$ cat src/rtl/rob_pkg.sv
package rob_pkg;
  typedef enum logic [1:0] {
    OP_ALU    = 2'd0,
    OP_STORE  = 2'd1,
    OP_BRANCH = 2'd2,
    OP_RSVD   = 2'd3
  } op_kind_t;
endpackage

$ cat src/rtl/rob_ptrs.sv
module rob_ptrs #(
  parameter int DEPTH = 16,
  parameter int PW    = $clog2(DEPTH),
  parameter int CW    = PW + 1
) (
  input  logic          clk,
  input  logic          rst,
  input  logic          alloc,
  input  logic          retire,
  input  logic          flush,
  output logic [PW-1:0] head,
  output logic [PW-1:0] tail,
  output logic [CW-1:0] cnt,
  output logic          full
);
  localparam logic [PW-1:0] LAST = PW'(DEPTH - 1);

  function automatic logic [PW-1:0] step(input logic [PW-1:0] p);
    return (p == LAST) ? '0 : p + 1'b1;
  endfunction

  always_ff @(posedge clk) begin
    if (rst || flush) begin
      head <= '0;
      tail <= '0;
      cnt  <= '0;
    end else begin
      if (alloc)  tail <= step(tail);
      if (retire) head <= step(head);
      case ({alloc, retire})
        2'b10:   cnt <= cnt + 1'b1;
        2'b01:   cnt <= cnt - 1'b1;
        default: cnt <= cnt;
      endcase
    end
  end

  assign full = (cnt == CW'(DEPTH));
endmodule

$ cat src/rtl/rob_store.sv
module rob_store
  import rob_pkg::*;
#(
  parameter int DEPTH = 16,
  parameter int PW    = $clog2(DEPTH),
  parameter int RW    = 5,
  parameter int XW    = 32
) (
  input  logic          clk,
  input  logic          rst,
  input  logic          flush,
  input  logic          alloc,
  input  logic [PW-1:0] tail,
  input  logic [1:0]    a_kind,
  input  logic          a_pred,
  input  logic [RW-1:0] a_dest,
  input  logic [XW-1:0] a_pc,
  input  logic          cmp_valid,
  input  logic [PW-1:0] cmp_tag,
  input  logic [XW-1:0] cmp_data,
  input  logic          cmp_fault,
  input  logic          cmp_taken,
  input  logic [XW-1:0] cmp_aux,
  input  logic          retire,
  input  logic [PW-1:0] head,
  output logic          h_vld,
  output logic          h_done,
  output op_kind_t      h_kind,
  output logic          h_pred,
  output logic [RW-1:0] h_dest,
  output logic [XW-1:0] h_pc,
  output logic [XW-1:0] h_data,
  output logic          h_fault,
  output logic          h_taken,
  output logic [XW-1:0] h_aux
);
  logic [DEPTH-1:0] vld;
  logic [DEPTH-1:0] done;
  op_kind_t      kind_m  [DEPTH];
  logic          pred_m  [DEPTH];
  logic [RW-1:0] dest_m  [DEPTH];
  logic [XW-1:0] pc_m    [DEPTH];
  logic [XW-1:0] data_m  [DEPTH];
  logic          fault_m [DEPTH];
  logic          taken_m [DEPTH];
  logic [XW-1:0] aux_m   [DEPTH];

  logic cmp_hit;
  assign cmp_hit = cmp_valid && vld[cmp_tag];

  for (genvar i = 0; i < DEPTH; i++) begin : g_slot
    always_ff @(posedge clk) begin
      if (rst || flush)                      vld[i] <= 1'b0;
      else if (alloc && tail == PW'(i))      vld[i] <= 1'b1;
      else if (retire && head == PW'(i))     vld[i] <= 1'b0;
    end
    always_ff @(posedge clk) begin
      if (rst)                               done[i] <= 1'b0;
      else if (alloc && tail == PW'(i))      done[i] <= 1'b0;
      else if (cmp_hit && cmp_tag == PW'(i)) done[i] <= 1'b1;
    end
  end

  always_ff @(posedge clk) begin
    if (alloc) begin
      kind_m[tail] <= op_kind_t'(a_kind);
      pred_m[tail] <= a_pred;
      dest_m[tail] <= a_dest;
      pc_m[tail]   <= a_pc;
    end
  end

  always_ff @(posedge clk) begin
    if (cmp_hit) begin
      data_m[cmp_tag]  <= cmp_data;
      fault_m[cmp_tag] <= cmp_fault;
      taken_m[cmp_tag] <= cmp_taken;
      aux_m[cmp_tag]   <= cmp_aux;
    end
  end

  assign h_vld   = vld[head];
  assign h_done  = done[head];
  assign h_kind  = kind_m[head];
  assign h_pred  = pred_m[head];
  assign h_dest  = dest_m[head];
  assign h_pc    = pc_m[head];
  assign h_data  = data_m[head];
  assign h_fault = fault_m[head];
  assign h_taken = taken_m[head];
  assign h_aux   = aux_m[head];
endmodule

$ cat src/rtl/rob_retire.sv
module rob_retire
  import rob_pkg::*;
#(
  parameter int RW = 5,
  parameter int XW = 32
) (
  input  logic          clk,
  input  logic          rst,
  input  logic          h_vld,
  input  logic          h_done,
  input  op_kind_t      h_kind,
  input  logic          h_pred,
  input  logic [RW-1:0] h_dest,
  input  logic [XW-1:0] h_pc,
  input  logic [XW-1:0] h_data,
  input  logic          h_fault,
  input  logic          h_taken,
  input  logic [XW-1:0] h_aux,
  output logic          retire,
  output logic          flush_now,
  output logic          rf_we,
  output logic [RW-1:0] rf_addr,
  output logic [XW-1:0] rf_data,
  output logic          st_we,
  output logic [XW-1:0] st_addr,
  output logic [XW-1:0] st_data,
  output logic          flush,
  output logic [XW-1:0] redirect_pc,
  output logic          exc
);
  logic fire, mispred, is_st, is_br;

  assign fire      = h_vld && h_done;
  assign is_st     = (h_kind == OP_STORE);
  assign is_br     = (h_kind == OP_BRANCH);
  assign mispred   = is_br && (h_taken != h_pred);
  assign flush_now = fire && (h_fault || mispred);
  assign retire    = fire && !flush_now;

  always_ff @(posedge clk) begin
    if (rst) begin
      rf_we       <= 1'b0;
      st_we       <= 1'b0;
      flush       <= 1'b0;
      exc         <= 1'b0;
      rf_addr     <= '0;
      rf_data     <= '0;
      st_addr     <= '0;
      st_data     <= '0;
      redirect_pc <= '0;
    end else begin
      rf_we <= retire && !is_st && !is_br;
      st_we <= retire && is_st;
      flush <= flush_now;
      exc   <= fire && h_fault;
      if (retire) begin
        rf_addr <= h_dest;
        rf_data <= h_data;
        st_addr <= h_aux;
        st_data <= h_data;
      end
      if (flush_now)
        redirect_pc <= h_fault ? h_pc : (h_taken ? h_aux : h_pc + XW'(4));
    end
  end
endmodule

$ cat src/rtl/rob_core.sv
module rob_core
  import rob_pkg::*;
#(
  parameter int DEPTH = 16,
  parameter int RW    = 5,
  parameter int XW    = 32,
  parameter int PW    = $clog2(DEPTH)
) (
  input  logic          clk,
  input  logic          rst,
  input  logic          rs_free,
  input  logic          iss_valid,
  input  logic [1:0]    iss_kind,
  input  logic          iss_pred,
  input  logic [RW-1:0] iss_dest,
  input  logic [XW-1:0] iss_pc,
  output logic          iss_ready,
  output logic [PW-1:0] iss_tag,
  input  logic          cmp_valid,
  input  logic [PW-1:0] cmp_tag,
  input  logic [XW-1:0] cmp_data,
  input  logic          cmp_fault,
  input  logic          cmp_taken,
  input  logic [XW-1:0] cmp_aux,
  output logic          rf_we,
  output logic [RW-1:0] rf_addr,
  output logic [XW-1:0] rf_data,
  output logic          st_we,
  output logic [XW-1:0] st_addr,
  output logic [XW-1:0] st_data,
  output logic          flush,
  output logic [XW-1:0] redirect_pc,
  output logic          exc
);
  localparam int CW = PW + 1;

  logic [PW-1:0] head, tail;
  logic [CW-1:0] cnt;
  logic          full, alloc, retire, flush_now;
  logic          h_vld, h_done, h_pred, h_fault, h_taken;
  op_kind_t      h_kind;
  logic [RW-1:0] h_dest;
  logic [XW-1:0] h_pc, h_data, h_aux;

  assign iss_ready = rs_free && !full && !flush_now;
  assign alloc     = iss_valid && iss_ready;
  assign iss_tag   = tail;

  rob_ptrs #(.DEPTH(DEPTH), .PW(PW), .CW(CW)) u_ptrs (
    .clk(clk), .rst(rst), .alloc(alloc), .retire(retire), .flush(flush_now),
    .head(head), .tail(tail), .cnt(cnt), .full(full)
  );

  rob_store #(.DEPTH(DEPTH), .PW(PW), .RW(RW), .XW(XW)) u_store (
    .clk(clk), .rst(rst), .flush(flush_now), .alloc(alloc), .tail(tail),
    .a_kind(iss_kind), .a_pred(iss_pred), .a_dest(iss_dest), .a_pc(iss_pc),
    .cmp_valid(cmp_valid), .cmp_tag(cmp_tag), .cmp_data(cmp_data),
    .cmp_fault(cmp_fault), .cmp_taken(cmp_taken), .cmp_aux(cmp_aux),
    .retire(retire), .head(head),
    .h_vld(h_vld), .h_done(h_done), .h_kind(h_kind), .h_pred(h_pred),
    .h_dest(h_dest), .h_pc(h_pc), .h_data(h_data), .h_fault(h_fault),
    .h_taken(h_taken), .h_aux(h_aux)
  );

  rob_retire #(.RW(RW), .XW(XW)) u_retire (
    .clk(clk), .rst(rst),
    .h_vld(h_vld), .h_done(h_done), .h_kind(h_kind), .h_pred(h_pred),
    .h_dest(h_dest), .h_pc(h_pc), .h_data(h_data), .h_fault(h_fault),
    .h_taken(h_taken), .h_aux(h_aux),
    .retire(retire), .flush_now(flush_now),
    .rf_we(rf_we), .rf_addr(rf_addr), .rf_data(rf_data),
    .st_we(st_we), .st_addr(st_addr), .st_data(st_data),
    .flush(flush), .redirect_pc(redirect_pc), .exc(exc)
  );
endmodule

$ cat config.mk
export PLATFORM = sky130hd
export DESIGN_NAME = rob_core
export DESIGN_NICKNAME = d
export VERILOG_FILES = /design/src/rtl/rob_pkg.sv /design/src/rtl/rob_ptrs.sv /design/src/rtl/rob_store.sv /design/src/rtl/rob_retire.sv /design/src/rtl/rob_core.sv
export SDC_FILE = /design/constraint.sdc
export NUM_CORES = 2
export LEC_CHECK = 0
export BUFFER_PORTS_ARGS = -buffer_cell sky130_fd_sc_hd__buf_2
export CAP_MARGIN = 20
export CORE_ASPECT_RATIO = 0.8
export CORE_UTILIZATION = 40
export CTS_CLUSTER_SIZE = 12
export DETAILED_ROUTE_END_ITERATION = 7
export HOLD_SLACK_MARGIN = 0.15
export PLACE_DENSITY = 0.57
export SYNTH_ARGS = -nofsm -noshare
export SYNTH_HDL_FRONTEND = slang
export SYNTH_SLANG_ARGS = --single-unit
$ cat constraint.sdc
create_clock -name clk -period 17.2 [get_ports clk]
set_clock_uncertainty 0.15 [all_clocks]
set_input_delay 1.72 -clock clk [delete_from_list [all_inputs] [get_ports clk]]
set_output_delay 1.72 -clock clk [all_outputs]
set_load 0.01 [all_outputs]
==> flow_summary_export.csv <==
group,metric,value,unit
drt,viasPerCell,5.69,
run,cap_viol_max_count,0,
logic_synthesis,synthCells,3402,
drt,drc,0,
worst_setup_path,path_class,"flip-flop to output pin",
run_status,outcome,"finished clean",
logic_synthesis,ys_ff_latch,1850,
logic_synthesis,synth_compound_area_frac,0.0289,
floorplanning,die_w,476,um
logic_synthesis,ys_warn_count,0,
drt,wire_per_inst,30.0,um
logic_synthesis,synth_area_per_cell,21.1,sq um
cts,cts_tree,"built",
cts,clk_latency,0.82,ns
timing,finalSetupViolations,0,
global_route,grt_pass1_wl,266000,um
logic_synthesis,synth.largest_area_cell,"edfxtp_1",
cts,cts.clk_slew.worst_paths,0.06,ns
floorplanning,initial_core_util,0.405,
timing,holdWs,0.309,ns
timing,hold_viol_final,0,
pwr,power.total,8820,uW
final_layout,area_delta_synth_final,12.7,%
logic_synthesis,yosysTopAreaCellShare,0.708,
floorplanning,io_pins,257,
logic_synthesis,syn_nets,3531,
placed_design,portBuffers,256,
timing,max_freq,125,MHz
cts,cts_resized,0,
floorplanning,rows,138,
global_route,grt.total_usage,0.206,
logic_synthesis,synthAdderAreaFrac,0.00254,
logic_synthesis,synthFlopType,"edfxtp_1",
global_route,antenna_found_initial,39,
drt,drt-initial-drc-count,3453,
floorplanning,die_h,381,um
placed_design,place_area,0.0755,sq mm
cts,cts_max_level,4,
cts,root_buffer,"clkbuf_16",
timing,finalWorstSetupSlack,9.21,ns
logic_synthesis,syn_area,0.0719,sq mm
logic_synthesis,yosysSeqAreaShare,0.751,
drt,vias,35500,
hold_path,hp-class,"flip-flop to flip-flop",
timing,worstMarginPinSlew,1.15,ns
logic_synthesis,synth-xor-area-share,0.00157,
cts,postCtsSetupRepairBufs,0,
floorplanning,dieArea,0.181,sq mm
placed_design,pre_cts_slack,9.81,ns
final_layout,nNetsFinal,3834,
pwr,ir_worst_vdd,0.0000982,V
logic_synthesis,synth_simple_gate_area_frac,0.0287,
logic_synthesis,synth_mux_area_frac,0.165,
placed_design,gp_congestion,0.799,
worst_setup_path,worstPathArrival,6.12,ns
final_layout,final_cell_area,0.0811,sq mm
pwr,powerDensity,109,mW/mm^2
cts,cts.sinks,1850,
cts,holdBufCountCts,0,
drt,routed_wl,187000,um
timing,finalCriticalPeriod,7.99,ns
logic_synthesis,synth_area_leaders,"edfxtp_1 71%, mux4_2 15%, dfxtp_1 4.3%",
worst_setup_path,required,15.33,ns
logic_synthesis,synth_cell_types,92,
floorplanning,core_area,0.178,sq mm
timing,slew_viol_final,0,
worst_setup_path,endpoint_kind,"output pin",
global_route,grt_max_degree,96,
placed_design,dp_hpwl,105000,um
worst_setup_path,crit_fanout,48,
logic_synthesis,synth_top_family_by_area,"multiplexers",
global_route,grt_pass1_vias,35200,
final_layout,drive_above_1_share,0.290,
cts,cts_buffer_depth,3,
timing,max-slew-margin-rel,0.234,
global_route,overflow,0,
timing,grt_setup_unrepaired,"false",
logic_synthesis,synth_edf_count,1696,
logic_synthesis,async_reset_ff_frac,0,
drt,drt_pre_antenna_iters,5,
timing,min_period_over_period,0.465,
final_layout,num-fill-cells,14900,
cts,cts-buffers-inserted,182,
pwr,p_leak,0.0250,uW
timing,setup_tns,0,ns
drt,antenna_left,0,
worst_setup_path,cp-start-kind,"flip-flop",
==> flip-flops by register name (all words and copies together), names as in the netlist, 32 cells and up, named ones only <==
register,count
u_retire.rf_data,32
u_retire.redirect_pc,32
u_store.data_m,512
u_store.pc_m,512
u_store.dest_m,80
u_store.aux_m,512
u_retire.st_addr,32
u_store.kind_m,32
==> layout make-up <==
type	count	area (sq um)	share of cell area
Antenna cell	12	30.0	0.000370
Clock buffer	285	5130	0.0632
Clock inverter	34	357	0.00440
Inverter	24	95.1	0.00117
Multi-Input combinational cell	1310	16500	0.204
Sequential cell	1850	54000	0.667
Tap cell	2380	2980	0.0367
Timing Repair Buffer	337	1930	0.0238
==> metrics by stage <==
step                cells  utilization
global route         6222        0.456
global placement     5899        0.425
finish               6232        0.456
detailed placement   5899        0.425
floorplan            3402            -
CTS                  6218        0.456
==> synthesized netlist by cell type (11+ instances only) <==
master    count
edfxtp_1   1696
mux4_2      464
nand2_1     240
dfxtp_1     154
a21oi_1     103
clkbuf_1     78
nor2_1       75
mux2i_1      68
buf_4        46
buf_2        33
o21ai_0      28
mux4_1       27
a221oi_1     23
nor3_1       23
inv_1        22
a22o_1       20
buf_1        20
a22oi_1      19
nand3_1      15
and2_1       13
ha_1         13
clkbuf_8     11
==> layout by cell type (no fill, tap or decap), types with 6 or more instances in the layout <==
cell and instances:
mux4_1 27, buf_2 255, clkbuf_8 10, dfxtp_4 7, clkbuf_1 89, clkinv_2 6, edfxtp_1 1696, nor3_1 19
nor2_4 17, inv_1 11, a22o_1 20, clkinv_1 14, mux4_2 464, o211a_1 6, nand2_1 240, dfxtp_1 147
clkbuf_16 186, nand3_1 15, a21boi_0 6, a22oi_1 19, diode_2 12, o21a_1 10, and2_1 13, xor2_1 7
a21oi_1 103, inv_2 11, nand4_1 10, o211ai_1 9, ha_1 13, a221oi_1 23, o21ai_0 28, o21bai_1 6
a32oi_1 8, buf_4 79, nor2b_1 7, nor2_1 58, mux2i_1 67
==> kinds of logic (layout without fill, tap and decap cells) <==
family / count (synthesis) / count (layout)
XOR/XNOR: 12 / 12
adder cells (fa/ha/maj): 14 / 14
multiplexers: 563 / 563
flip-flops: 1850 / 1850
AND/OR/NAND/NOR: 431 / 431
AO/OA/AOI/OAI: 290 / 290
buffers and inverters: 242 / 680
other: 0 / 12
==> power breakdown <==
part	switching, uW	leakage (uW)	internal, uW
registers	4.73	0.0165	4920
logic	111	0.00590	33.6
clock network	1670	0.00263	2080
total	1790	0.0250	7030
==> path summary, 6_finish.rpt <==
path | startpoint | slack [ns] | to | cells past startpoint
hold / removal | u_retire.st_addr[23] | 0.31 | u_retire.st_addr[23] | 2
setup / recovery | flip-flop | 9.21 | iss_ready | 10
setup reg to reg | flip-flop | 10.02 | u_store.pc_m[15][4] | 11
hold reg to reg | u_retire.st_addr[23] | 0.31 | u_retire.st_addr[23] | 2
==> metal layers <==
layer / wire, um / vias up / GRT usage
met5: 122 / - / 0
met4: 3520 / 20 / 0.0442
met3: 11700 / 258 / 0.0373
met2: 89800 / 1187 / 0.324
met1: 81700 / 19300 / 0.299
li1: - / 14700 / -
==> worst max-delay path: stages (launching register included) <==
cell and delay (ns):
dfxtp_4 0.60, buf_4 0.59, buf_4 0.73, buf_4 0.83, mux4_1 0.65, mux4_2 0.53
xnor2_2 0.23, a2111oi_4 0.08, nor2_1 0.47, o21a_1 0.32, buf_2 0.18
(Power assumes the default switching activity.)
